--- src/rtl/fifo_bridge_pkg.sv ---
package fifo_bridge_pkg;

  typedef enum logic [1:0] {
    IN_SEL_ZERO  = 2'd0,
    IN_SEL_DATA  = 2'd1,
    IN_SEL_TXLVL = 2'd2,
    IN_SEL_RXLVL = 2'd3
  } inSel_e;

  typedef struct packed {
    logic   txPush;
    logic   rxPop;
    inSel_e inSel;
  } bridgeStrobes_t;

endpackage

--- src/rtl/fbr_fifo.sv ---
module fbr_fifo #(
  parameter int WIDTH = 8,
  parameter int DEPTH = 16,
  localparam int AW = $clog2(DEPTH),
  localparam int CW = AW + 1
) (
  input  logic             clk,
  input  logic             rstN,
  input  logic             push,
  input  logic [WIDTH-1:0] pushData,
  input  logic             pop,
  output logic [WIDTH-1:0] popData,
  output logic             full,
  output logic             empty,
  output logic [CW-1:0]    level
);

  logic [WIDTH-1:0] mem [DEPTH];
  logic [AW-1:0]    wrPtr;
  logic [AW-1:0]    rdPtr;
  logic             doPush;
  logic             doPop;

  assign full    = (level == CW'(DEPTH));
  assign empty   = (level == '0);
  assign doPush  = push && !full;
  assign doPop   = pop && !empty;
  assign popData = mem[rdPtr];

  always_ff @(posedge clk) begin
    if (doPush) mem[wrPtr] <= pushData;
  end

  always_ff @(posedge clk) begin
    if (!rstN) begin
      wrPtr <= '0;
      rdPtr <= '0;
      level <= '0;
    end else begin
      if (doPush) wrPtr <= (wrPtr == AW'(DEPTH - 1)) ? '0 : wrPtr + 1'b1;
      if (doPop)  rdPtr <= (rdPtr == AW'(DEPTH - 1)) ? '0 : rdPtr + 1'b1;
      case ({doPush, doPop})
        2'b10:   level <= level + 1'b1;
        2'b01:   level <= level - 1'b1;
        default: level <= level;
      endcase
    end
  end

endmodule

--- src/rtl/fbr_ctrl.sv ---
module fbr_ctrl
  import fifo_bridge_pkg::*;
#(
  parameter logic [7:0] DATA_PORT    = 8'h20,
  parameter logic [7:0] TX_LEVEL_PORT = 8'h21,
  parameter logic [7:0] RX_LEVEL_PORT = 8'h22
) (
  input  logic           clk,
  input  logic           rstN,
  input  logic [7:0]     portId,
  input  logic           writeStrobe,
  input  logic           readStrobe,
  input  logic           txFull,
  input  logic           rxEmpty,
  output logic           portBusy,
  output bridgeStrobes_t strobes
);

  logic dataHit;
  logic wrDone;
  logic rdDone;
  logic wrLive;
  logic rdLive;

  assign dataHit = (portId == DATA_PORT);
  // a strobe is live until its single transfer has happened
  assign wrLive  = writeStrobe && dataHit && !wrDone;
  assign rdLive  = readStrobe && dataHit && !rdDone;

  always_comb begin
    strobes.txPush = wrLive && !txFull;
    strobes.rxPop  = rdLive && !rxEmpty;
    if (dataHit)                  strobes.inSel = IN_SEL_DATA;
    else if (portId == TX_LEVEL_PORT) strobes.inSel = IN_SEL_TXLVL;
    else if (portId == RX_LEVEL_PORT) strobes.inSel = IN_SEL_RXLVL;
    else                          strobes.inSel = IN_SEL_ZERO;
    portBusy = (wrLive && txFull) || (rdLive && rxEmpty);
  end

  always_ff @(posedge clk) begin
    if (!rstN) begin
      wrDone <= 1'b0;
      rdDone <= 1'b0;
    end else begin
      wrDone <= writeStrobe && (wrDone || strobes.txPush);
      rdDone <= readStrobe && (rdDone || strobes.rxPop);
    end
  end

endmodule

--- src/rtl/fbr_datapath.sv ---
module fbr_datapath
  import fifo_bridge_pkg::*;
#(
  parameter int DEPTH = 16,
  localparam int CW = $clog2(DEPTH) + 1
) (
  input  logic           clk,
  input  logic           rstN,
  input  bridgeStrobes_t strobes,
  input  logic [7:0]     outPort,
  output logic [7:0]     inPort,
  input  logic [7:0]     prodData,
  input  logic           prodValid,
  output logic           prodReady,
  output logic [7:0]     consData,
  output logic           consValid,
  input  logic           consReady,
  output logic           txFull,
  output logic           rxEmpty,
  output logic [CW-1:0]  txLevel,
  output logic [CW-1:0]  rxLevel
);

  logic       txEmpty;
  logic       rxFull;
  logic [7:0] rxHead;
  logic [7:0] txLvl8;
  logic [7:0] rxLvl8;

  fbr_fifo #(.WIDTH(8), .DEPTH(DEPTH)) u_txFifo (
    .clk(clk), .rstN(rstN),
    .push(strobes.txPush), .pushData(outPort),
    .pop(consReady), .popData(consData),
    .full(txFull), .empty(txEmpty), .level(txLevel)
  );

  fbr_fifo #(.WIDTH(8), .DEPTH(DEPTH)) u_rxFifo (
    .clk(clk), .rstN(rstN),
    .push(prodValid), .pushData(prodData),
    .pop(strobes.rxPop), .popData(rxHead),
    .full(rxFull), .empty(rxEmpty), .level(rxLevel)
  );

  assign consValid = !txEmpty;
  assign prodReady = !rxFull;

  always_comb begin
    txLvl8 = '0;
    rxLvl8 = '0;
    txLvl8[CW-1:0] = txLevel;
    rxLvl8[CW-1:0] = rxLevel;
    case (strobes.inSel)
      IN_SEL_DATA:  inPort = rxHead;
      IN_SEL_TXLVL: inPort = txLvl8;
      IN_SEL_RXLVL: inPort = rxLvl8;
      default:      inPort = 8'h00;
    endcase
  end

endmodule

--- src/rtl/fifo_port_bridge.sv ---
module fifo_port_bridge
  import fifo_bridge_pkg::*;
#(
  parameter int         DEPTH         = 16,
  parameter logic [7:0] DATA_PORT     = 8'h20,
  parameter logic [7:0] TX_LEVEL_PORT = 8'h21,
  parameter logic [7:0] RX_LEVEL_PORT = 8'h22
) (
  input  logic       clk,
  input  logic       rstN,
  input  logic [7:0] portId,
  input  logic [7:0] outPort,
  input  logic       writeStrobe,
  input  logic       readStrobe,
  output logic [7:0] inPort,
  output logic       portBusy,
  input  logic [7:0] prodData,
  input  logic       prodValid,
  output logic       prodReady,
  output logic [7:0] consData,
  output logic       consValid,
  input  logic       consReady
);

  localparam int CW = $clog2(DEPTH) + 1;

  initial begin
    if (CW > 8 || DEPTH < 2 || (DEPTH & (DEPTH - 1)) != 0)
      $error("DEPTH must be a power of two from 2 to 128");
  end

  bridgeStrobes_t strobes;
  logic           txFull;
  logic           rxEmpty;
  logic [CW-1:0]  txLevel;
  logic [CW-1:0]  rxLevel;

  fbr_ctrl #(
    .DATA_PORT(DATA_PORT), .TX_LEVEL_PORT(TX_LEVEL_PORT), .RX_LEVEL_PORT(RX_LEVEL_PORT)
  ) u_ctrl (
    .clk(clk), .rstN(rstN), .portId(portId),
    .writeStrobe(writeStrobe), .readStrobe(readStrobe),
    .txFull(txFull), .rxEmpty(rxEmpty),
    .portBusy(portBusy), .strobes(strobes)
  );

  fbr_datapath #(.DEPTH(DEPTH)) u_dp (
    .clk(clk), .rstN(rstN), .strobes(strobes),
    .outPort(outPort), .inPort(inPort),
    .prodData(prodData), .prodValid(prodValid), .prodReady(prodReady),
    .consData(consData), .consValid(consValid), .consReady(consReady),
    .txFull(txFull), .rxEmpty(rxEmpty), .txLevel(txLevel), .rxLevel(rxLevel)
  );

endmodule

--- config.mk ---
export PLATFORM = sky130hd
export DESIGN_NAME = fifo_port_bridge
export DESIGN_NICKNAME = d
export VERILOG_FILES = /design/src/rtl/fifo_bridge_pkg.sv /design/src/rtl/fbr_fifo.sv /design/src/rtl/fbr_ctrl.sv /design/src/rtl/fbr_datapath.sv /design/src/rtl/fifo_port_bridge.sv
export SDC_FILE = /design/constraint.sdc
export NUM_CORES = 1
export LEC_CHECK = 0
export BUFFER_PORTS_ARGS = -buffer_cell sky130_fd_sc_hd__buf_4
export CORE_MARGIN = 1.5
export CORE_UTILIZATION = 49
export DETAILED_ROUTE_END_ITERATION = 16
export GPL_TIMING_DRIVEN = 1
export PLACE_DENSITY = 0.66
export SLEW_MARGIN = 25
export SYNTH_ARGS = -nofsm -noshare
export SYNTH_HDL_FRONTEND = slang
export SYNTH_SLANG_ARGS = --single-unit
--- constraint.sdc ---
create_clock -name clk -period 4 [get_ports clk]
set_clock_uncertainty 0.15 [all_clocks]
set_input_delay 0.8 -clock clk [delete_from_list [all_inputs] [get_ports clk]]
set_output_delay 0.8 -clock clk [all_outputs]
set_load 0.02 [all_outputs]
---- Yosys cells after proc, flatten, opt, wreduce, memory -nomap -nowiden ----
Memories as Yosys holds them, arrays and structs flattened. A register that Yosys moved wholly into a read port is not among the register bits.
Index checks and enable logic that the tools add are counted.
Widths: inputs -> output; s select.
word-level totals
  register bits ........................... 28
  memories kept ........................... 2
  memory bits (writable) .................. 256
  word-level logic and storage cells ...... 79
  output and inout port bits .............. 19
  input bits .............................. 30
memories
  name               depth  bits a word  read ports  clocked after Yosys merged registers in  write ports  line            RTL
  u_dp.u_rxFifo.mem  16     8            1           1                                        1            fbr_fifo.sv:18  logic [WIDTH-1:0] mem [DEPTH];
  u_dp.u_txFifo.mem  16     8            1           1                                        1            fbr_fifo.sv:18
cells by class
  equal/unequal tests ..................... 16
  reductions and logical operators ........ 27
  mux-type cells .......................... 18
  $add $sub $neg .......................... 8
operators with widths
  kind                 count
  $mux 4               8
  $eq 8x6->1 const B   3
  $pmux 8 s3           1
  $pmux 5 s2           2
  $add 4x1->4 const B  4
  $eq 4x4->1 const B   4
  $logic_and 1x1->1    14
  $add 5x1->5 const B  2
  $eq 5x5->1 const B   2
  $logic_not 5->1      2
  $sub 5x1->5 const B  2
  $eq 2x2->1 const B   4
  $eq 2x1->1 const B   3
  $logic_not 1->1      6
  $mux 2               3
  $mux 1               4
  $reduce_bool 2->1    2
  $logic_or 1x1->1     3

---- Logic depth before layout (Yosys ltp) ----
Gate-level depths: netlist (run 1).
  depth after elaboration ................. 7
  gate-level depth with buffers ........... 16

---- By module ----
Synthesis (run 1) repeated with hierarchy kept, for this count alone.
unflattened totals
  cells, all modules ...................... 641
  area, all modules ....................... 11954.0 sq um
by module, submodules not included
  module        area an instance (sq um)  sequential area each (sq um)  times used  cells each
  fbr_fifo      5811.8                    4184.0                        2           301
  fbr_ctrl      171.4                     40.0                          1           21
  fbr_datapath  158.9                     0.0                           1           18

---- Least setup slack after synthesis (run 1) ----
No wires, ideal clock.
  path kind ............................... input-to-reg
  start ................................... input portId[7]
  end ..................................... register u_dp.u_rxFifo.level[4]
  stages on the path ...................... 12
  required time ........................... 3.779 ns
  setup time .............................. 0.071 ns
  buffers on the path ..................... 1
  data arrival time ....................... 3.399 ns
  slack ................................... 0.380 ns
  cell sequence ........................... nor4_4 -> nand4b_4 -> nor3_2 -> ha_1 -> clkbuf_1 -> xor2_1 -> ha_1 -> a21o_1 -> a22oi_1 -> o221a_2 -> or3_1 -> a21oi_1
between the ends
  longest elaborated chain between the ends .. 7
  elaborated cells between the ends (all ways) .. 9
ends and longest elaborated chain
  element                                          line                    RTL
  start, declared                                  fifo_port_bridge.sv:11  input logic [7:0] portId,
  $eq 8x6->1 *                                     fbr_ctrl.sv:25          assign dataHit = (portId == DATA_PORT);
  $logic_and 1x1->1 * (2 in series)                fbr_ctrl.sv:28          assign rdLive = readStrobe && dataHit && !rdDone;
  $logic_and 1x1->1 *                              fbr_ctrl.sv:32          strobes.rxPop = rdLive && !rxEmpty;
  $logic_and 1x1->1 *                              fbr_fifo.sv:27          assign doPop = pop && !empty;
  $eq 2x1->1 or $eq 2x2->1 (tied branches)         fbr_fifo.sv:42          case ({doPush, doPop})
  $pmux 5 s2 or $reduce_bool 2->1 (tied branches)  --
  end signal, assigned                             fbr_fifo.sv:43          2'b10: level <= level + 1'b1;
  end signal, assigned                             fbr_fifo.sv:44          2'b01: level <= level - 1'b1;
  end signal, assigned                             fbr_fifo.sv:45          default: level <= level;
  end, declared                                    fbr_fifo.sv:15          output logic [CW-1:0] level
Every way passes the cells marked *; elsewhere a longest branch is shown, timed or not.
A chain may end at the register's enable or synchronous reset.

==> flow_metrics.py, run 1 <==
metrics = {
    "clock_network": {
        "cts-root-buf": "clkbuf_16",
        "cts_tree": "yes",
        "clk_pin_slew_ps": 60,
        "cts_made_buffers": 30,
        "cts.path.max_buffers": 3,
        "cts-htree-levels": 1,
        "post_cts_resized": 0,
        "clock-sinks": 292,
        "cts_hold_buf": 0,
        "insertion_delay_ps": 540,
        "post_cts_buffers": 0,
    },
    "power": {
        "p_per_area_nw_per_um2": 454,
        "worst_ir_drop_vdd_mv": 0.378,
        "pwr-share-clk": 0.438,
        "leakage_uw": 0.00443,
        "intPower_uw": 4940,
        "pwr-share-seq": 0.539,
        "p_sw_frac": 0.201,
        "p_comb_frac": 0.023,
        "p_switching_uw": 1250,
    },
    "yosys": {
        "async_reset_ff_frac": 0,
        "syn-num-nets": 710,
        "synth_top_area_cell": "edfxtp_1",
        "ys_ff_latch": 292,
        "yosys_warnings": 0,
        "synth-edff-count": 256,
        "synth_area_per_cell_um2": 17.9,
        "synth-seq-area-share": 0.707,
        "syn_inst": 663,
        "synthFlopType": "edfxtp_1",
        "syn_area_um2": 11900,
        "synth.area.top_cells": "edfxtp_1 (65%), mux4_2 (14%), dfxtp_1 (6.1%)",
        "synth_cell_types": 52,
        "synth_top_area_frac": 0.647,
    },
    "global_routing": {
        "grt_overflow_total": 0,
        "grt_max_degree": 33,
        "grt_antenna_before_repair": 0,
        "grt_usage": 0.189,
        "grt_pass1_vias": 6324,
        "grt_pass1_wl_um": 36500,
    },
    "finish": {
        "diodes": 0,
        "stdcell_count": 1069,
        "drive_gt1_frac": 0.272,
        "layout_common_cells": "edfxtp_1 (256), mux4_2 (72), buf_4 (67)",
        "area_delta_synth_final_pct": 14.7,
        "nets": 773,
        "final_util": 0.577,
        "layout_commonest_cell": "edfxtp_1",
        "final_area_um2": 13600,
    },
    "critical_path": {
        "reg2regPathDepth": 12,
        "endpoint_kind": "output port",
        "cp-start-kind": "flip-flop",
        "r2r-start": "u_dp.u_txFifo.level[1]$_SDFFE_PN0P_",
        "ff2ff_setup_slack_ps": 670,
        "worst_ep_required_time_ps": 3050,
        "crit_type": "reg2out",
        "worst-endpoint-arrival_ps": 2830,
        "r2r-end": "u_dp.u_txFifo.level[4]$_SDFFE_PN0P_",
        "crit_path_max_fanout": 18,
    },
    "worst_hold_path": {
        "hold_path_class": "reg2reg",
        "hold_end": "u_ctrl.wrDone$_SDFF_PN0_",
        "min-delay-start": "u_ctrl.wrDone$_SDFF_PN0_",
        "hold_depth": 1,
    },
    "routing": {
        "firstDrtPassIters": 5,
        "wirelength_um": 23300,
        "vias": 6099,
        "drc": 0,
        "postRouteAntennaNets": 0,
        "routedWlPerCell_um": 21.8,
        "drt_iter0_markers": 491,
        "via_per_inst": 5.71,
    },
    "sta": {
        "rsz0062_at_grt": "false",
        "whs_ps": 357,
        "hold_viol": 0,
        "setup_violations": 0,
        "fmax_mhz": 265,
        "post-route-min-period_ps": 3780,
        "final_max_slew_viol_count": 0,
        "slew-limit-headroom": 0.411,
        "tightest_slew_ps": 880,
        "timing.setup.tns_ps": 0,
        "fin_crit_sh": 0.945,
    },
    "floorplanning": {
        "dieArea_um2": 25200,
        "die_h_um": 159,
        "start_util": 0.503,
        "placementRows": 56,
        "coreArea_um2": 23600,
        "fp.dieW_um": 159,
        "ioPinCount": 49,
    },
    "placed_design": {
        "placed_area_um2": 12600,
        "dpl.cell_count": 1013,
        "dpl.hpwl_um": 15200,
        "io_buffers": 48,
        "gp_congestion": 0.774,
    },
    "run": {
        "drv_cap": 0,
    },
    "outcome": {
        "outcome": "finished clean",
    },
}
[cells in the mapped netlist (all sizes together), types with 9 or more instances]
library cell	instances
a21oi	17
buf	15
clkbuf	21
dfxtp	36
edfxtp	256
ha	17
inv	10
mux2i	10
mux4	72
nand2	37
nand3	15
nor2	36
nor2b	9
nor3	10
xor2	9
[cell type report]
class	instances	area, um2
sequential	292	8410
timing repair buffer	67	503
clock buffer	36	836
fill	1774	9980
inverter	11	41.3
clock inverter	20	159
multi-input combinational	324	3280
tap	319	399
[worst max path at each step]
stage	from	to	cells past startpoint
finish	flip-flop	inPort[4]	6
global route	flip-flop	inPort[0]	7
CTS	flip-flop	inPort[0]	7
detailed placement	portId[7]	u_dp.u_txFifo.level[4]$_SDFFE_PN0P_	13
global placement	portId[7]	u_dp.u_txFifo.level[4]$_SDFFE_PN0P_	13
floorplan	portId[7]	u_dp.u_rxFifo.level[4]$_SDFFE_PN0P_	12
[layer usage]
| metal | GRT usage | up-vias | share of wire |
|---|---|---|---|
| met5 | 0 | - | 0 |
| met4 | 0.0554 | 0 | 0.022 |
| met3 | 0.0269 | 39 | 0.052 |
| met2 | 0.325 | 191 | 0.51 |
| met1 | 0.252 | 3091 | 0.42 |
| li1 | - | 2778 | - |
[logic make-up after synthesis]
| kind of cell | synth area share |
|---|---|
| adder cells (fa/ha/maj) | 0.0179 |
| flip-flops | 0.707 |
| AO/OA/AOI/OAI | 0.0349 |
| buffers and inverters | 0.0172 |
| multiplexers | 0.145 |
| AND/OR/NAND/NOR | 0.0690 |
| XOR/XNOR | 0.00884 |
[power by group through the flow]
stage          Clock [uW]  Sequential (uW)  Combinational (uW)
3_3_place_gp            0             3400                 133
6_report             2710             3340                 140
4_1_cts              2760             3340                 140
2_1_floorplan           0             3400                59.1
3_5_place_dp            0             3400                 139
5_1_grt              2880             3340                 153
[metrics by stage]
stage / setup slack, ps / power, uW
6_report: 220 / 6190
4_1_cts: 155 / 6240
5_1_grt: 40.6 / 6370
3_5_place_dp: 162 / 3540
2_1_floorplan: 380 / 3460
3_3_place_gp: 323 / 3530
[flip-flops by register name, summed over array words and instances (netlist names), named ones only]
signal and count:
u_dp.u_rxFifo.rdPtr 4, u_dp.u_rxFifo.wrPtr 4, u_ctrl.wrDone 1, u_dp.u_txFifo.level 5, u_dp.u_txFifo.wrPtr 4, u_dp.u_rxFifo.level 5, u_dp.u_txFifo.rdPtr 4, u_dp.u_rxFifo.mem 128
u_ctrl.rdDone 1, u_dp.u_txFifo.mem 128
[worst max-delay path, stage by stage (launching register included)]
cell and delay [ps]:
dfxtp_2 750, mux4_2 610, a22oi_1 340, nand3_1 190, a21oi_1 180, nor2_1 50
buf_4 160
Power figures use the tool's default switching activity.
==> run 2: changes to the inputs <==
--- a/config.mk
+++ b/config.mk
@@ -5,6 +5,7 @@
 export SDC_FILE = /design/constraint.sdc
 export NUM_CORES = 1
 export LEC_CHECK = 0
+export ABC_AREA = 1
 export BUFFER_PORTS_ARGS = -buffer_cell sky130_fd_sc_hd__buf_4
 export CORE_MARGIN = 1.5
 export CORE_UTILIZATION = 49
==> run 2 against run 1 <==
- die area is 5.8% higher
- sequential power is 7.5% higher
- register-to-register slack better by 700 ps
- core utilization is 1.1 points lower
- sequential share of layout area is 2.7 points lower
- synthesized cell count is 77% higher
- first-iteration DRC count is 73% higher
- via count is 38% higher
- largest power group unchanged
==> flow_metrics.py, run 2 <==
metrics = {
    "outcome": {
        "outcome": "finished clean",
    },
    "floorplanning": {
        "ioPinCount": 49,
        "coreArea_um2": 25200,
        "fp.dieW_um": 163,
        "die_h_um": 163,
        "dieArea_um2": 26700,
        "start_util": 0.500,
        "placementRows": 58,
    },
    "power": {
        "leakage_uw": 0.00536,
        "p_total_uw": 7610,
        "p_sw_frac": 0.270,
        "p_comb_frac": 0.158,
        "pwr-share-clk": 0.370,
        "worst_ir_drop_vdd_mv": 0.420,
        "intPower_uw": 5560,
        "pwr-share-seq": 0.472,
        "p_switching_uw": 2050,
        "p_per_area_nw_per_um2": 533,
    },
    "clock_network": {
        "insertion_delay_ps": 560,
        "cts_hold_buf": 0,
        "cts.path.max_buffers": 3,
        "post_cts_resized": 0,
        "cts-root-buf": "clkbuf_16",
        "cts-htree-levels": 1,
        "cts_made_buffers": 30,
        "cts_tree": "yes",
        "clock-sinks": 292,
        "post_cts_buffers": 0,
        "clk_pin_slew_ps": 60,
    },
    "yosys": {
        "synth_top_area_frac": 0.610,
        "synthTopCellsByCount": "edfxtp_1 (256), nand2_1 (247), nand3_1 (140)",
        "synth-seq-area-share": 0.668,
        "syn-num-nets": 1221,
        "syn_area_um2": 12600,
        "synth_cell_types": 33,
        "ys_ff_latch": 292,
        "synth-edff-count": 256,
        "syn_inst": 1174,
        "synth_top_area_cell": "edfxtp_1",
        "async_reset_ff_frac": 0,
        "yosys_warnings": 0,
        "synth_most_common_cell": "edfxtp_1",
        "synthFlopType": "edfxtp_1",
        "synth.area.top_cells": "edfxtp_1 (61%), nand2_1 (7.4%), dfxtp_1 (5.7%)",
        "synth_area_per_cell_um2": 10.7,
    },
    "sta": {
        "hold_viol": 0,
        "rsz0062_at_grt": "false",
        "final_max_slew_viol_count": 0,
        "timing.setup.tns_ps": 0,
        "post-route-min-period_ps": 3420,
        "fmax_mhz": 292,
        "setup_violations": 0,
        "slew-limit-headroom": 0.312,
        "whs_ps": 350,
        "fin_crit_sh": 0.855,
        "tightest_slew_ps": 1030,
    },
    "finish": {
        "drive_gt1_frac": 0.106,
        "nets": 1263,
        "layout_common_cells": "edfxtp_1 (256), nand2_1 (247), nand3_1 (140)",
        "final_util": 0.566,
        "top_regs": "u_dp.u_rxFifo.mem: 128 flops, u_dp.u_txFifo.mem: 128 flops",
        "area_delta_synth_final_pct": 13.2,
        "diodes": 0,
        "nFillCells": 2095,
        "final_area_um2": 14300,
        "layout_commonest_cell": "edfxtp_1",
    },
    "placed_design": {
        "dpl.hpwl_um": 17400,
        "io_buffers": 48,
        "gp_congestion": 0.822,
        "placed_area_um2": 13200,
    },
    "routing": {
        "firstDrtPassIters": 6,
        "drc": 0,
        "wirelength_um": 27300,
        "drt_iter0_markers": 848,
        "dr_wl_met2_um": 12000,
        "wl_met1_um": 12800,
        "vias": 8406,
        "postRouteAntennaNets": 0,
        "top_layer": "met4",
        "route.met3.wl_um": 1950,
        "via_per_inst": 5.35,
        "routedWlPerCell_um": 17.4,
    },
    "global_routing": {
        "grt_antenna_before_repair": 0,
        "grt_pass1_vias": 7885,
        "grt_overflow_total": 0,
        "grt_pass1_wl_um": 42900,
        "grt_usage": 0.209,
        "grt_max_degree": 75,
    },
    "critical_path": {
        "critPathTopFamily": "flip-flops",
        "crit_chain": "buf_4, a21oi_1, o21ai_0, nand3_1, nand3_1, nand2_1, buf_4",
        "endpoint_kind": "output port",
        "crit_type": "reg2out",
        "crit_path_max_fanout": 48,
        "worst_ep_required_time_ps": 3050,
        "cp-start-kind": "flip-flop",
        "worst-endpoint-arrival_ps": 2470,
        "path_buf_inv": 2,
        "crit_path_max_incr_delay_ps": 950,
        "slowest_stage": "dfxtp_2",
    },
    "run": {
        "drv_cap": 0,
    },
    "worst_hold_path": {
        "hold_path_class": "reg2reg",
    },
}
run 2: cell count changes after synthesis, sizes merged, moves of 31 or more:
cell / delta
o21ai: +70
nand3: +125
o211ai: +31
nand2: +213
nor2: +62
a21oi: +38
inv: +109
mux4: -72
run 2: worst register-to-register path: cells and delay by family, from the launching register on:
family	cells	cell delay, ps
AO/OA/AOI/OAI	1	100
XOR/XNOR	1	220
adder cells (fa/ha/maj)	2	480
buffers and inverters	1	40
flip-flops	1	370
AND/OR/NAND/NOR	9	1190
run 2: path summary, 6_finish.rpt:
check | to | from | slack (ps) | cells after the start
setup reg to reg | u_dp.u_txFifo.level[4]$_SDFFE_PN0P_ | u_dp.u_txFifo.level[0]$_SDFFE_PN0P_ | 1370 | 14
setup / recovery | consData[6] | flip-flop | 580 | 7
hold / removal | u_dp.u_txFifo.rdPtr[2]$_SDFFE_PN0N_ | u_dp.u_txFifo.rdPtr[2]$_SDFFE_PN0N_ | 350 | 2
hold reg to reg | u_dp.u_txFifo.rdPtr[2]$_SDFFE_PN0N_ | u_dp.u_txFifo.rdPtr[2]$_SDFFE_PN0N_ | 350 | 2
run 2: cell families (layout without fill, tap and decap cells):
group / after synthesis / in the layout / synth area share
simple gates: 511 / 511 / 0.176
flops: 292 / 292 / 0.668
buf+inv: 174 / 240 / 0.0579
compound gates: 169 / 169 / 0.0742
fa+ha+maj: 17 / 17 / 0.0169
xor+xnor: 11 / 11 / 0.00765
run 2: stage by stage:
step / cells / worst slack, ps
floorplan: 1174 / 1170
global placement: 1514 / 682
detailed placement: 1514 / 628
CTS: 1570 / 573
global route: 1570 / 391
finish: 1570 / 580
run 2: layer usage:
layer,global-route usage,vias to the layer above
met5,0,-
met4,0.0592,0
met3,0.0328,45
met2,0.318,278
met1,0.311,3964
li1,-,4119
run 2: cell type report:
cell class | instances | area (um2) | area share
well taps | 330 | 413 | 0.0290
inverters | 119 | 447 | 0.0313
clock inverters | 8 | 129 | 0.00904
repair buffers | 65 | 513 | 0.0360
clock buffers | 48 | 888 | 0.0623
flip-flops and latches | 292 | 8410 | 0.590
multi-input cells | 708 | 3460 | 0.242
run 2: power by group through the flow:
| stage | Sequential (uW) | Clock, uW | Combinational [uW] |
|---|---|---|---|
| after CTS | 3590 | 2860 | 1200 |
| after detailed placement | 3650 | 0 | 1200 |
| after global placement | 3650 | 0 | 1180 |
| after global routing | 3610 | 2990 | 1350 |
| final | 3590 | 2820 | 1200 |
| after floorplan | 3480 | 0 | 949 |
==> run 3: changes to the inputs <==
--- a/config.mk
+++ b/config.mk
@@ -8,10 +8,10 @@
 export ABC_AREA = 1
 export BUFFER_PORTS_ARGS = -buffer_cell sky130_fd_sc_hd__buf_4
 export CORE_MARGIN = 1.5
-export CORE_UTILIZATION = 49
+export CORE_UTILIZATION = 30
+export CTS_CLUSTER_SIZE = 25
 export DETAILED_ROUTE_END_ITERATION = 16
 export GPL_TIMING_DRIVEN = 1
-export PLACE_DENSITY = 0.66
 export SLEW_MARGIN = 25
 export SYNTH_ARGS = -nofsm -noshare
 export SYNTH_HDL_FRONTEND = slang
==> run 3 against run 2 <==
- sequential share of layout area shrank 1.5 points
- routed wire length rose by 6.5%
- cell count up 14%
- sequential power fell by 2%
- maximum frequency about the same
- die area increased by 62%
- power up 2.4%
- count of clock-buffer cells in the layout is 7 lower
- global-route usage down 7.4 points
- core utilization shrank 21 points
- via count up 0.19%
- cell area is 2.6% higher
- highest routed layer unchanged
==> flow_metrics.py, run 3 (synthesis gave the netlist of run 2 again) <==
metrics = {
    "finish": {
        "layout_common_cells": "edfxtp_1 (256), nand2_1 (247), nand3_1 (140)",
        "area_delta_synth_final_pct": 16.1,
        "register_area_um2": 8410,
        "layout_commonest_cell": "edfxtp_1",
        "final_util": 0.356,
        "drive_gt1_frac": 0.114,
        "nFillCells": 4129,
        "nets": 1271,
        "top_regs": "u_dp.u_rxFifo.mem: 128 flops, u_dp.u_txFifo.mem: 128 flops",
        "diodes": 0,
        "multi_input_area_um2": 3460,
    },
    "floorplanning": {
        "die_h_um": 208,
        "fp.dieW_um": 208,
        "coreArea_um2": 41100,
        "start_util": 0.306,
        "dieArea_um2": 43200,
        "placementRows": 74,
        "ioPinCount": 49,
    },
    "clock_network": {
        "cts_hold_buf": 0,
        "post_cts_resized": 0,
        "post_cts_buffers": 0,
        "clk_pin_slew_ps": 60,
        "clock-sinks": 292,
        "cts.path.max_buffers": 3,
        "insertion_delay_ps": 520,
        "cts-root-buf": "clkbuf_16",
        "cts_made_buffers": 34,
        "cts_tree": "yes",
        "cts-htree-levels": 2,
    },
    "power": {
        "worst_ir_drop_vdd_mv": 0.425,
        "p_per_area_nw_per_um2": 532,
        "p_comb_frac": 0.162,
        "p_switching_uw": 2220,
        "pwr-share-clk": 0.385,
        "leakage_uw": 0.00542,
        "intPower_uw": 5570,
        "p_sw_frac": 0.285,
        "pwr-share-seq": 0.452,
    },
    "run": {
        "drv_cap": 0,
    },
    "critical_path": {
        "crit_type": "reg2out",
        "r2r-start": "u_dp.u_txFifo.level[0]$_SDFFE_PN0P_",
        "r2r-end": "u_dp.u_txFifo.level[4]$_SDFFE_PN0P_",
        "cp-start-kind": "flip-flop",
        "worst-endpoint-arrival_ps": 2470,
        "endpoint": "inPort[2]",
        "worst_ep_required_time_ps": 3050,
        "crit_path_max_fanout": 35,
        "endpoint_kind": "output port",
        "ff2ff_setup_slack_ps": 1320,
        "reg2regPathDepth": 14,
    },
    "outcome": {
        "outcome": "finished clean",
    },
    "sta": {
        "fin_crit_sh": 0.855,
        "hold_viol": 0,
        "timing.setup.tns_ps": 0,
        "final_max_slew_viol_count": 0,
        "rsz0062_at_grt": "false",
        "post-route-min-period_ps": 3420,
        "tightest_slew_ps": 998,
        "fmax_mhz": 293,
        "setup_violations": 0,
        "slew-limit-headroom": 0.332,
    },
    "routing": {
        "via_per_inst": 4.73,
        "firstDrtPassIters": 5,
        "vias": 8422,
        "drt_iter0_markers": 739,
        "drc": 0,
        "wirelength_um": 29100,
        "postRouteAntennaNets": 0,
        "routedWlPerCell_um": 16.3,
    },
    "global_routing": {
        "grt_overflow_total": 0,
        "grt_pass1_vias": 8049,
        "grt_max_degree": 87,
        "grt_pass1_wl_um": 46100,
        "grt_usage": 0.135,
        "grt_antenna_before_repair": 0,
    },
    "worst_hold_path": {
        "hold_path_class": "reg2reg",
    },
    "placed_design": {
        "gp_congestion": 0.800,
        "dpl.hpwl_um": 18300,
        "io_buffers": 48,
    },
}
## run 3: cell type report
class                           count  area share
Sequential cell                   292       0.575
Multi-Input combinational cell    708       0.236
Clock buffer                       41      0.0620
Tap cell                          532      0.0455
Timing Repair Buffer               69      0.0363
Inverter                          119      0.0305
Clock inverter                     21      0.0139
## run 3: how the worst min path moves through the flow
| stage | start | end | slack, ps | depth (start not counted) |
|---|---|---|---|---|
| after global routing | u_dp.u_txFifo.rdPtr[2]$_SDFFE_PN0N_ | flip-flop | 380 | 2 |
| after detailed placement | u_ctrl.rdDone$_SDFF_PN0_ | u_ctrl.rdDone$_SDFF_PN0_ | 340 | 2 |
| after CTS | u_dp.u_txFifo.rdPtr[2]$_SDFFE_PN0N_ | flip-flop | 350 | 2 |
| final | u_ctrl.rdDone$_SDFF_PN0_ | u_ctrl.rdDone$_SDFF_PN0_ | 350 | 2 |
| after global placement | u_dp.u_rxFifo.wrPtr[0]$_SDFFE_PN0P_ | u_dp.u_rxFifo.wrPtr[0]$_SDFFE_PN0P_ | 340 | 2 |
| after floorplan | u_dp.u_txFifo.rdPtr[2]$_SDFFE_PN0N_ | flip-flop | 310 | 2 |
## run 3: worst max-delay path, cell delays in order (launching register included)
cell     delay [ps]
dfxtp_2         320
inv_2           460
buf_4           330
nand2_1          80
nand3_1          70
nand3_1          90
nand2_1         100
nand2_1          70
nand2_1         140
nand2_1          80
nand3_1          80
buf_4           140
## run 3: metrics by stage
step | total power (uW) | area, um2 | instances | hold slack, ps | setup slack, ps
floorplan | 4430 | 12600 | 1174 | 310 | 1170
global route | 8150 | 14600 | 1782 | 385 | 335
finish | 7790 | 14600 | 1782 | 352 | 581
CTS | 7860 | 14600 | 1782 | 350 | 528
detailed placement | 4850 | 13500 | 1720 | 340 | 913
global placement | 4840 | 13500 | 1720 | 345 | 933
## run 3: power by group through the flow
stage | combinational [uW] | sequential (uW) | clock, uW
3_5_place_dp | 1260 | 3580 | 0
6_report | 1260 | 3520 | 3000
3_3_place_gp | 1250 | 3580 | 0
5_1_grt | 1430 | 3540 | 3180
4_1_cts | 1270 | 3520 | 3060
2_1_floorplan | 949 | 3480 | 0
## run 3: routing by layer
metal  share of wire  up-vias  GRT usage  routed length (um)
met2            0.44      259      0.206               12700
met1            0.48     3989      0.200               14100
met5               0        -          0                   0
li1                -     4143          -                   -
met3           0.065       31     0.0215                1880
met4           0.013        0     0.0277                 391
